===== src/rtl/ycc_pkg.sv =====
// Package ycc_pkg: shared widths, latency and arithmetic helpers for the
// 4:2:2 packer. Assumes 8-bit colour components.
package ycc_pkg;
    localparam int COMP_W   = 8;
    localparam int RGB_W    = 3 * COMP_W;
    localparam int OUT_W    = 2 * COMP_W;
    localparam int LATENCY  = 4;
    localparam int FRAC_W   = 8;
    localparam int ROUND_K  = 1 << (FRAC_W - 1);

    // One matrix row: weighted sum, rounding, offset, clamp to a byte.
    function automatic logic [COMP_W-1:0] mat_row(
        input int kr, input int kg, input int kb, input int off,
        input logic [COMP_W-1:0] r, input logic [COMP_W-1:0] g,
        input logic [COMP_W-1:0] b);
        int acc;
        acc = kr * int'(r) + kg * int'(g) + kb * int'(b) + ROUND_K;
        acc = (acc >>> FRAC_W) + off;
        if (acc < 0)
            return '0;
        else if (acc > 255)
            return '1;
        else
            return acc[COMP_W-1:0];
    endfunction

    // Mean of two bytes, rounding half up.
    function automatic logic [COMP_W-1:0] avg2(
        input logic [COMP_W-1:0] a, input logic [COMP_W-1:0] b);
        logic [COMP_W:0] s;
        s = {1'b0, a} + {1'b0, b} + {{COMP_W{1'b0}}, 1'b1};
        return s[COMP_W:1];
    endfunction
endpackage


===== src/rtl/ycc_matrix.sv =====
// ycc_matrix: two-stage colour matrix. Stage 1 registers the RGB input.
// Stage 2 registers Y, Cb and Cr. Assumes COMP_W = 8 and one fixed set of
// studio-range coefficients.
module ycc_matrix
    import ycc_pkg::*;
(
    input  logic              clk,
    input  logic              rst_n,
    input  logic [RGB_W-1:0]  rgb_i,
    input  logic              de_i,
    output logic [COMP_W-1:0] y_o,
    output logic [COMP_W-1:0] cb_o,
    output logic [COMP_W-1:0] cr_o,
    output logic              de_o
);
    logic [COMP_W-1:0] r1, g1, b1;
    logic              de1;

    // Stage 1: capture the split colour components.
    always_ff @(posedge clk) begin
        if (!rst_n) begin
            r1 <= '0; g1 <= '0; b1 <= '0; de1 <= 1'b0;
        end else begin
            r1  <= rgb_i[3*COMP_W-1:2*COMP_W];
            g1  <= rgb_i[2*COMP_W-1:COMP_W];
            b1  <= rgb_i[COMP_W-1:0];
            de1 <= de_i;
        end
    end

    // Stage 2: evaluate the three matrix rows.
    always_ff @(posedge clk) begin
        if (!rst_n) begin
            y_o <= '0; cb_o <= '0; cr_o <= '0; de_o <= 1'b0;
        end else begin
            y_o  <= mat_row(66, 129, 25, 16, r1, g1, b1);
            cb_o <= mat_row(-38, -74, 112, 128, r1, g1, b1);
            cr_o <= mat_row(112, -94, -18, 128, r1, g1, b1);
            de_o <= de1;
        end
    end

    assert_luma_range_R1: assert property (@(posedge clk) disable iff (!rst_n)
        de_o |-> (y_o >= 8'd16 && y_o <= 8'd235));
    assert_chroma_range_R2: assert property (@(posedge clk) disable iff (!rst_n)
        de_o |-> (cb_o >= 8'd16 && cb_o <= 8'd240 && cr_o >= 8'd16 && cr_o <= 8'd240));
endmodule


===== src/rtl/ycc_chroma_pair.sv =====
// ycc_chroma_pair: two-stage chroma decimator. Stage 3 holds a pixel while
// its partner sits in stage 2. Stage 4 emits {Y, Cb-mean} for even pixels
// and {Y, Cr-mean} for odd pixels. Assumes inputs from ycc_matrix stage 2.
module ycc_chroma_pair
    import ycc_pkg::*;
(
    input  logic              clk,
    input  logic              rst_n,
    input  logic [COMP_W-1:0] y_i,
    input  logic [COMP_W-1:0] cb_i,
    input  logic [COMP_W-1:0] cr_i,
    input  logic              de_i,
    output logic [OUT_W-1:0]  word_o,
    output logic              de_o
);
    logic [COMP_W-1:0] y3, cb3, cr3, cr_hold, y4, c4;
    logic              de3, odd3, odd4;
    logic [COMP_W-1:0] cb_mate, cr_mate;

    // Partner of the held pixel: the next one, or itself at line end.
    always_comb begin
        cb_mate = de_i ? cb_i : cb3;
        cr_mate = de_i ? cr_i : cr3;
    end

    // Stage 3: hold one pixel and track its phase, even after each DE rise.
    always_ff @(posedge clk) begin
        if (!rst_n) begin
            y3 <= '0; cb3 <= '0; cr3 <= '0; de3 <= 1'b0; odd3 <= 1'b0;
        end else begin
            y3   <= y_i;
            cb3  <= cb_i;
            cr3  <= cr_i;
            de3  <= de_i;
            odd3 <= de_i && de3 && !odd3;
        end
    end

    // Stage 4: form the output bytes and keep the pair's Cr mean.
    always_ff @(posedge clk) begin
        if (!rst_n) begin
            y4 <= '0; c4 <= '0; cr_hold <= '0; de_o <= 1'b0; odd4 <= 1'b0;
        end else begin
            de_o <= de3;
            odd4 <= odd3;
            if (!de3) begin
                y4 <= '0;
                c4 <= '0;
            end else if (!odd3) begin
                y4      <= y3;
                c4      <= avg2(cb3, cb_mate);
                cr_hold <= avg2(cr3, cr_mate);
            end else begin
                y4 <= y3;
                c4 <= cr_hold;
            end
        end
    end

    assign word_o = {y4, c4};

    assert_phase_alternates_R3: assert property (@(posedge clk) disable iff (!rst_n)
        odd4 |-> ($past(de_o) && !$past(odd4)));
    assert_odd_needs_enable_R3: assert property (@(posedge clk) disable iff (!rst_n)
        odd4 |-> de_o);
endmodule


===== src/rtl/pipe_delay.sv =====
// pipe_delay: fixed-depth register chain for side-band bits. Assumes
// DEPTH >= 1.
module pipe_delay #(
    parameter int W     = 1,
    parameter int DEPTH = 4
) (
    input  logic         clk,
    input  logic         rst_n,
    input  logic [W-1:0] d_i,
    output logic [W-1:0] d_o
);
    logic [W-1:0] tap [DEPTH+1];

    assign tap[0] = d_i;

    for (genvar s = 0; s < DEPTH; s++) begin : g_stage
        // One stage of the delay chain.
        always_ff @(posedge clk) begin
            if (!rst_n) tap[s+1] <= '0;
            else        tap[s+1] <= tap[s];
        end
    end

    assign d_o = tap[DEPTH];
endmodule


===== src/rtl/pix_ycc422_pack.sv =====
// pix_ycc422_pack: RGB to 16-bit YCbCr 4:2:2 packer with raw bypass.
// Matrix (2 stages) and chroma pairing (2 stages) give a 4-cycle datapath.
// Sync, enable, bypass and the raw low word ride an equal-depth delay.
// Assumes one pixel per clock and 8-bit components.
module pix_ycc422_pack
    import ycc_pkg::*;
(
    input  logic             clk,
    input  logic             rst_n,
    input  logic             bypass,
    input  logic [RGB_W-1:0] rgb_in,
    input  logic             de_in,
    input  logic             hs_in,
    input  logic             vs_in,
    output logic [OUT_W-1:0] ycc_out,
    output logic             de_out,
    output logic             hs_out,
    output logic             vs_out
);
    localparam int SIDE_W = OUT_W + 4;

    logic [COMP_W-1:0] y2, cb2, cr2;
    logic              de2, de_pair;
    logic [OUT_W-1:0]  pair_word, raw_d;
    logic              bypass_d;
    logic [SIDE_W-1:0] side_in, side_out;

    ycc_matrix u_matrix (
        .clk(clk), .rst_n(rst_n), .rgb_i(rgb_in), .de_i(de_in),
        .y_o(y2), .cb_o(cb2), .cr_o(cr2), .de_o(de2)
    );

    ycc_chroma_pair u_pair (
        .clk(clk), .rst_n(rst_n), .y_i(y2), .cb_i(cb2), .cr_i(cr2),
        .de_i(de2), .word_o(pair_word), .de_o(de_pair)
    );

    assign side_in = {bypass, vs_in, hs_in, de_in, rgb_in[OUT_W-1:0]};

    pipe_delay #(.W(SIDE_W), .DEPTH(LATENCY)) u_side (
        .clk(clk), .rst_n(rst_n), .d_i(side_in), .d_o(side_out)
    );

    // Split the delayed side-band word and select the output source.
    always_comb begin
        raw_d    = side_out[OUT_W-1:0];
        de_out   = side_out[OUT_W];
        hs_out   = side_out[OUT_W+1];
        vs_out   = side_out[OUT_W+2];
        bypass_d = side_out[OUT_W+3];
        ycc_out  = bypass_d ? raw_d : pair_word;
    end

    logic [2:0] warm_cnt;

    // Count non-reset edges so latency checks see only post-reset history.
    always_ff @(posedge clk) begin
        if (!rst_n)                  warm_cnt <= '0;
        else if (warm_cnt != 3'd4)   warm_cnt <= warm_cnt + 3'd1;
    end

    assert_enable_align_R6: assert property (@(posedge clk) disable iff (!rst_n)
        (warm_cnt == 3'd4) |-> (de_out == $past(de_in, 4) && hs_out == $past(hs_in, 4)));
    assert_pair_enable_R6: assert property (@(posedge clk) disable iff (!rst_n)
        de_pair == de_out);
    assert_raw_pass_R7: assert property (@(posedge clk) disable iff (!rst_n)
        ((warm_cnt == 3'd4) && $past(bypass, 4)) |-> (ycc_out == $past(rgb_in[15:0], 4)));
    assert_blank_zero_R8: assert property (@(posedge clk) disable iff (!rst_n)
        (!bypass_d && !de_out) |-> (ycc_out == '0));
endmodule


===== config.mk =====
export PLATFORM = sky130hd
export DESIGN_NAME = pix_ycc422_pack
export DESIGN_NICKNAME = d
export VERILOG_FILES = /design/src/rtl/ycc_pkg.sv /design/src/rtl/ycc_matrix.sv /design/src/rtl/ycc_chroma_pair.sv /design/src/rtl/pipe_delay.sv /design/src/rtl/pix_ycc422_pack.sv
export SDC_FILE = /design/constraint.sdc
export NUM_CORES = 1
export LEC_CHECK = 0
export ABC_CLOCK_PERIOD_IN_PS = 21300
export BUFFER_PORTS_ARGS = -buffer_cell sky130_fd_sc_hd__buf_2
export CAP_MARGIN = 10
export CORE_MARGIN = 10
export CORE_UTILIZATION = 35
export CTS_BUF_LIST = sky130_fd_sc_hd__clkbuf_4
export DETAILED_ROUTE_END_ITERATION = 8
export GPL_ROUTABILITY_DRIVEN = 0
export SLEW_MARGIN = 20
export SYNTH_ARGS = -nofsm -noshare
export SYNTH_HDL_FRONTEND = slang
export SYNTH_SLANG_ARGS = --single-unit

===== constraint.sdc =====
create_clock -name clk -period 21.3 [get_ports clk]
set_input_delay 4.26 -clock clk [delete_from_list [all_inputs] [get_ports clk]]
set_output_delay 4.26 -clock clk [all_outputs]
set_load 0.03 [all_outputs]

# == Word-level counts from Yosys, hierarchy flattened ==
# Cells that the tools add are included.
# word_totals
register_bits,180
in_bits,30
out_inout_bits,19
elab_cells,68
# classes
n_addsub,16
mul,9
magnitude_cmp,6
muxes,7
n_bitwise,2
n_reduce_logical,8
# op_table
cell,count
32-bit adder,6
32-bit by 9-bit adder with 32-bit output (second input constant),3
32-bit by 9-bit greater-than comparator with 1-bit output (second input constant),3
32-bit by 1-bit < comparator with 1-bit output (second input constant),3
24-bit by 9-bit adder with 25-bit output (second input constant),2
8-bit 2-to-1 mux,6
7-bit by 9-bit multiplier with 16-bit output (first input constant),2
24-bit by 6-bit adder with 25-bit output (second input constant),1
3-bit by 8-bit multiplier with 11-bit output (first input constant),2
8-bit by 8-bit adder with 9-bit output,2
9-bit by 1-bit adder with 9-bit output (second input constant),2
8-bit by 8-bit multiplier with 16-bit output (first input constant),1
16-bit 2-to-1 mux,1
6-bit by 9-bit multiplier with 15-bit output (first input constant),1
5-bit by 9-bit multiplier with 14-bit output (first input constant),1
6-bit by 8-bit multiplier with 14-bit output (first input constant),1
5-bit by 8-bit multiplier with 13-bit output (first input constant),1
2-bit OR reduction,3
2-bit AND reduction,2
1-bit logical AND,2
1-bit inverter,2
1-bit zero test,1

# == Longest topological paths before layout ==
# depth
depth_word,7
mapped_depth,33
depth_no_buf,32

# == Hierarchy ==
# A second synthesis with hierarchy kept.
# unflattened
hier_cells,1581
area_unflattened_um2,15835.2
# modules_own_cells
module,instances,cells_per_inst,area_per_inst_um2,seq_area_each_um2
ycc_matrix,1,1148,10961.8,1001.0
pipe_delay,1,188,2363.5,1601.5
ycc_chroma_pair,1,227,2260.9,1021.0
pix_ycc422_pack,1,18,249.0,0.0

# == Worst setup path after synthesis ==
# Ideal clock, no wire load.
# synth_path
path_type,register to register
startpoint,register u_matrix.g1[2]
endpoint,register u_matrix.cb_o[7]
setup_ns,0.130
arrival_time_ns,6.638
required_time_ns,21.170
path_slack_ns,14.532
stages_incl_launch_ff,32
n_path_buf,1
period_less_slack_ns,6.768
cell_sequence,dfxtp_1 > inv_1 > ha_1 > inv_1 > ha_1 > inv_1 > fa_1 > inv_1 > fa_1 > ha_1 > a21oi_1 > o21ai_0 > a21o_1 > nand2_1 > a21oi_1 > o21ai_0 > a21oi_1 > o41ai_1 > xnor2_1 > fa_1 > ha_1 > clkbuf_1 > and3b_1 > and3_1 > o2111ai_1 > o21ai_1 > nor3_1 > xnor2_1 > and3_4 > mux2i_1 > o22ai_2 > a21oi_1
# synth_between
elab_chain_cells,7
elab_cells_between_ends,9
cone_classes,4 x add/sub; 1 x mul; 2 x order compare; 1 x mux; 1 x reduce/logical
# synth_rtl
item,line,rtl
"start, declared",ycc_matrix.sv:16,"logic [COMP_W-1:0] r1, g1, b1;"
"start signal, assigned",ycc_matrix.sv:25,g1 <= rgb_i[2*COMP_W-1:COMP_W];
7-bit by 9-bit multiplier with 16-bit output *,ycc_pkg.sv:17,acc = kr * int'(r) + kg * int'(g) + kb * int'(b) + ROUND_K;
32-bit adder * (2 in series),ycc_pkg.sv:17,
32-bit by 9-bit adder with 32-bit output *,ycc_pkg.sv:17,
24-bit by 9-bit adder with 25-bit output *,ycc_pkg.sv:18,acc = (acc >>> FRAC_W) + off;
32-bit by 9-bit greater-than comparator with 1-bit output / 32-bit by 1-bit < comparator with 1-bit output (equally long branches),"ycc_pkg.sv:21, ycc_pkg.sv:19",
8-bit 2-to-1 mux / 2-bit OR reduction (equally long branches),-,
"end signal, assigned",ycc_matrix.sv:37,"cb_o <= mat_row(-38, -74, 112, 128, r1, g1, b1);"
"end, declared",ycc_matrix.sv:12,"output logic [COMP_W-1:0] cb_o,"
# Every way passes the cells marked *; elsewhere a longest branch is shown, timed or not.
# A chain may end at the register's enable or synchronous reset.

# == Worst setup path after layout ==
# layout_path
startpoint,register u_matrix.g1[4]
endpoint,register u_matrix.cb_o[7]
# Same word-level chain as after synthesis.

==> results.md <==
* Final setup vio count at 0
* Cell count after synthesis at 1496
* Crit path time final at about 7.7 ns
* Required time of the critical path at 21.76 ns
* Syn nets at 1935
* CP max FO at 10
* FMAX at 0.130 GHz
* Die W at between 200 and 250 um
* Layout filler cell count at between 4000 and 5000
* Yosys reg bits at 161
* IO buf count at 48
* Tot Pwr at 2.36 mW
* Max Cap Viol at 0
* Avg Inst Size Synth at 9.78 um^2
* Inst Count DP at just over 2000
* Commonest non-fill, non-tap cell in the layout: ha_1
* Crit-path most repeated cell: fa_1
* DP HPWL at 26.3 mm
* Leak at 8.06 nW
* Clock Sinks at between 150 and 200
* Vias in the first global route at 9939
* Core Area at between 40000 and 50000 um^2
* Synth Flop Type: dfxtp_1
* Post-synth EDFFs at 0
* Rows at 74
* GRT overflow at 0
* Final Max Tran Viols at 0
* Final hold violation count at 0
* Gr usage total at between 10% and 20%
* Initial Utilization at between 30% and 40%
* Clk_lat worst skew at 0.62 ns
* WP buf/inv at 2
* First DRT Iteration DRCs at 577
* Status: completed
* Final core occ at a little under two fifths
* Pin count of the biggest net entering global routing at 110
* P&R area growth vs syn at 7.82%
* Post-DR wirelength/cell at 15.0 um
* Post-Layout Cell Count at 2084
* Critical Path Sink Type: flop
* Power Dens Cells at 149 nW/um^2
* Clock tree root driver cell: clkbuf_4
* Post_cts resized at 0
* Die H at 224 um
* Syn Std Cell Area at 14600 um^2
* Final period utilization at 36.0%
* Final TNS setup at 0 ns
* Slew margin rel. at 45.9%
* Routed WL at 31.2 mm
* Worst Clk Skew at 0.0592 ns
* Most frequent cells in the layout: 309 x ha_1, 211 x inv_1, 161 x dfxtp_1
* Worst hold path class: flop to flop
* Io pins at 49
* YS warnings at 0
* Critical Setup Path Class: flop to flop
* Setup bufs post-CTS at 0
* CTS tree: yes
* TritonRoute pass-1 iters at 5
* Post-synth ARST share at 0%
* Slowest stage cell, crit path: dfxtp_1
* Worst Max-Slew Pin Slew at a little over 0.8 ns
* Post-CTS Hold Fix Bufs at 0
* Critical path arrival at around 8.1 ns
* Slowest stage delay, CP at about 0.75 ns
* DRC Markers at 0
* RSZ-0062 raised after global routing: false
* Htree depth at 4
* Die area at 50400 um^2
* Maximum VDD drop at 109 uV
* Top Family by Delay on Critical Path: adder cells
* Proportion of layout cells with a drive suffix above 1 at 9.16%
* RR Startpoint: u_matrix.g1[4]$_SDFF_PN0_
* Hold_sp: u_matrix.y_o[6]$_SDFF_PN0_
* Sequential-to-total area share from yosys stat at 22.0%
* Setup crit start: u_matrix.g1[4]$_SDFF_PN0_
* Clock Pin Slew Worst Setup and Hold Paths at 0.18 ns
* Post-route antenna net violation count at 0
* Synth cell types at 76
* First-pass GRT wire length at 51.3 mm
* Initial antenna violation count at 1
* Total CTS buffers at 17
* Vias at 9963
* Startpoint types: flop
* Final layout net count at 1977
* DR vias/cell at 4.78
* CTS max path bufs at 2
-- per-layer routing --
metal	global-route usage [%]	vias to the layer above	part of all wire [%]
li1	-	5078	-
met1	18.4	4725	52
met2	19.5	134	43
met3	1.87	26	3.9
met4	3.07	0	1.3
met5	0	-	0
-- report_power, final --
group / switching [mW] / total (mW) / internal (mW) / leakage, nW
combinational: 1.05 / 1.79 / 0.739 / 6.57
sequential: 0.0234 / 0.367 / 0.344 / 1.32
clock: 0.142 / 0.201 / 0.0589 / 0.172
total: 1.21 / 2.36 / 1.14 / 8.06
-- flip-flops by register name, summed over array words and instances (netlist names) --
signal          count
u_side.tap         46
u_pair.cr3          8
u_pair.cr_hold      8
u_pair.cb3          8
u_pair.y4           8
u_matrix.r1         8
u_pair.y3           8
u_matrix.cb_o       8
u_matrix.b1         7
u_matrix.g1         7
u_matrix.y_o        8
u_matrix.cr_o       8
u_side.d_o         20
u_pair.odd3         1
u_pair.c4           8
-- synth_stat cells (23+ instances only) --
| library cell | n | area share, % |
|---|---|---|
| a21o_1 | 35 | 1.8 |
| nor2_1 | 53 | 1.4 |
| inv_1 | 211 | 5.4 |
| o21ai_0 | 36 | 1.2 |
| clkbuf_1 | 23 | 0.59 |
| a21oi_1 | 91 | 3.1 |
| and2_1 | 122 | 5.2 |
| mux2_2 | 30 | 2.3 |
| xor2_1 | 39 | 2.3 |
| fa_1 | 100 | 14 |
| nand2_1 | 32 | 0.82 |
| dfxtp_1 | 161 | 22 |
| o21bai_1 | 23 | 1.2 |
| ha_1 | 309 | 26 |
| xnor2_1 | 65 | 3.9 |
-- metrics by stage --
step	cell area [um^2]	setup WS, ns	hold WS, ns
3_5_place_dp	15400	13.74	0.418
3_3_place_gp	15400	13.84	0.414
5_1_grt	15800	13.14	0.422
4_1_cts	15800	13.64	0.424
6_report	15800	13.63	0.424
2_1_floorplan	14600	14.53	0.412
-- final cells by class --
class / count / area [um^2] / share of cell area, %
tap: 532 / 666 / 4.22
timing repair buffer: 52 / 273 / 1.73
sequential: 161 / 3220 / 20.4
multi-input combinational: 1094 / 10500 / 66.5
clock buffer: 17 / 128 / 0.809
clock inverter: 15 / 201 / 1.28
inverter: 212 / 796 / 5.04
antenna: 1 / 2.50 / 0.0159
-- worst paths after layout --
kind	endpoint	slack [ns]	cells past startpoint
max	u_matrix.cb_o[7]$_SDFF_PP0_	13.63	26
min	u_pair.y3[6]$_SDFF_PN0_	0.42	1
max reg2reg	u_matrix.cb_o[7]$_SDFF_PP0_	13.63	26
min reg2reg	u_pair.y3[6]$_SDFF_PN0_	0.42	1
-- kinds of logic (layout without fill, tap and decap cells) --
family                     after synthesis  count (layout)  share of synthesized area (%)
adders and majority gates              409             409                           40.1
DFF                                    161             161                           22.0
and+or+nand+nor                        291             291                           11.2
muxes                                   35              35                           2.65
xor gates and xnor gates               105             105                           6.34
buffers and inverters                  241             296                           6.30
AOI/OAI and AO/OA                      254             254                           11.4
other                                    0               1                              0
Power figures use the tool's default switching activity.
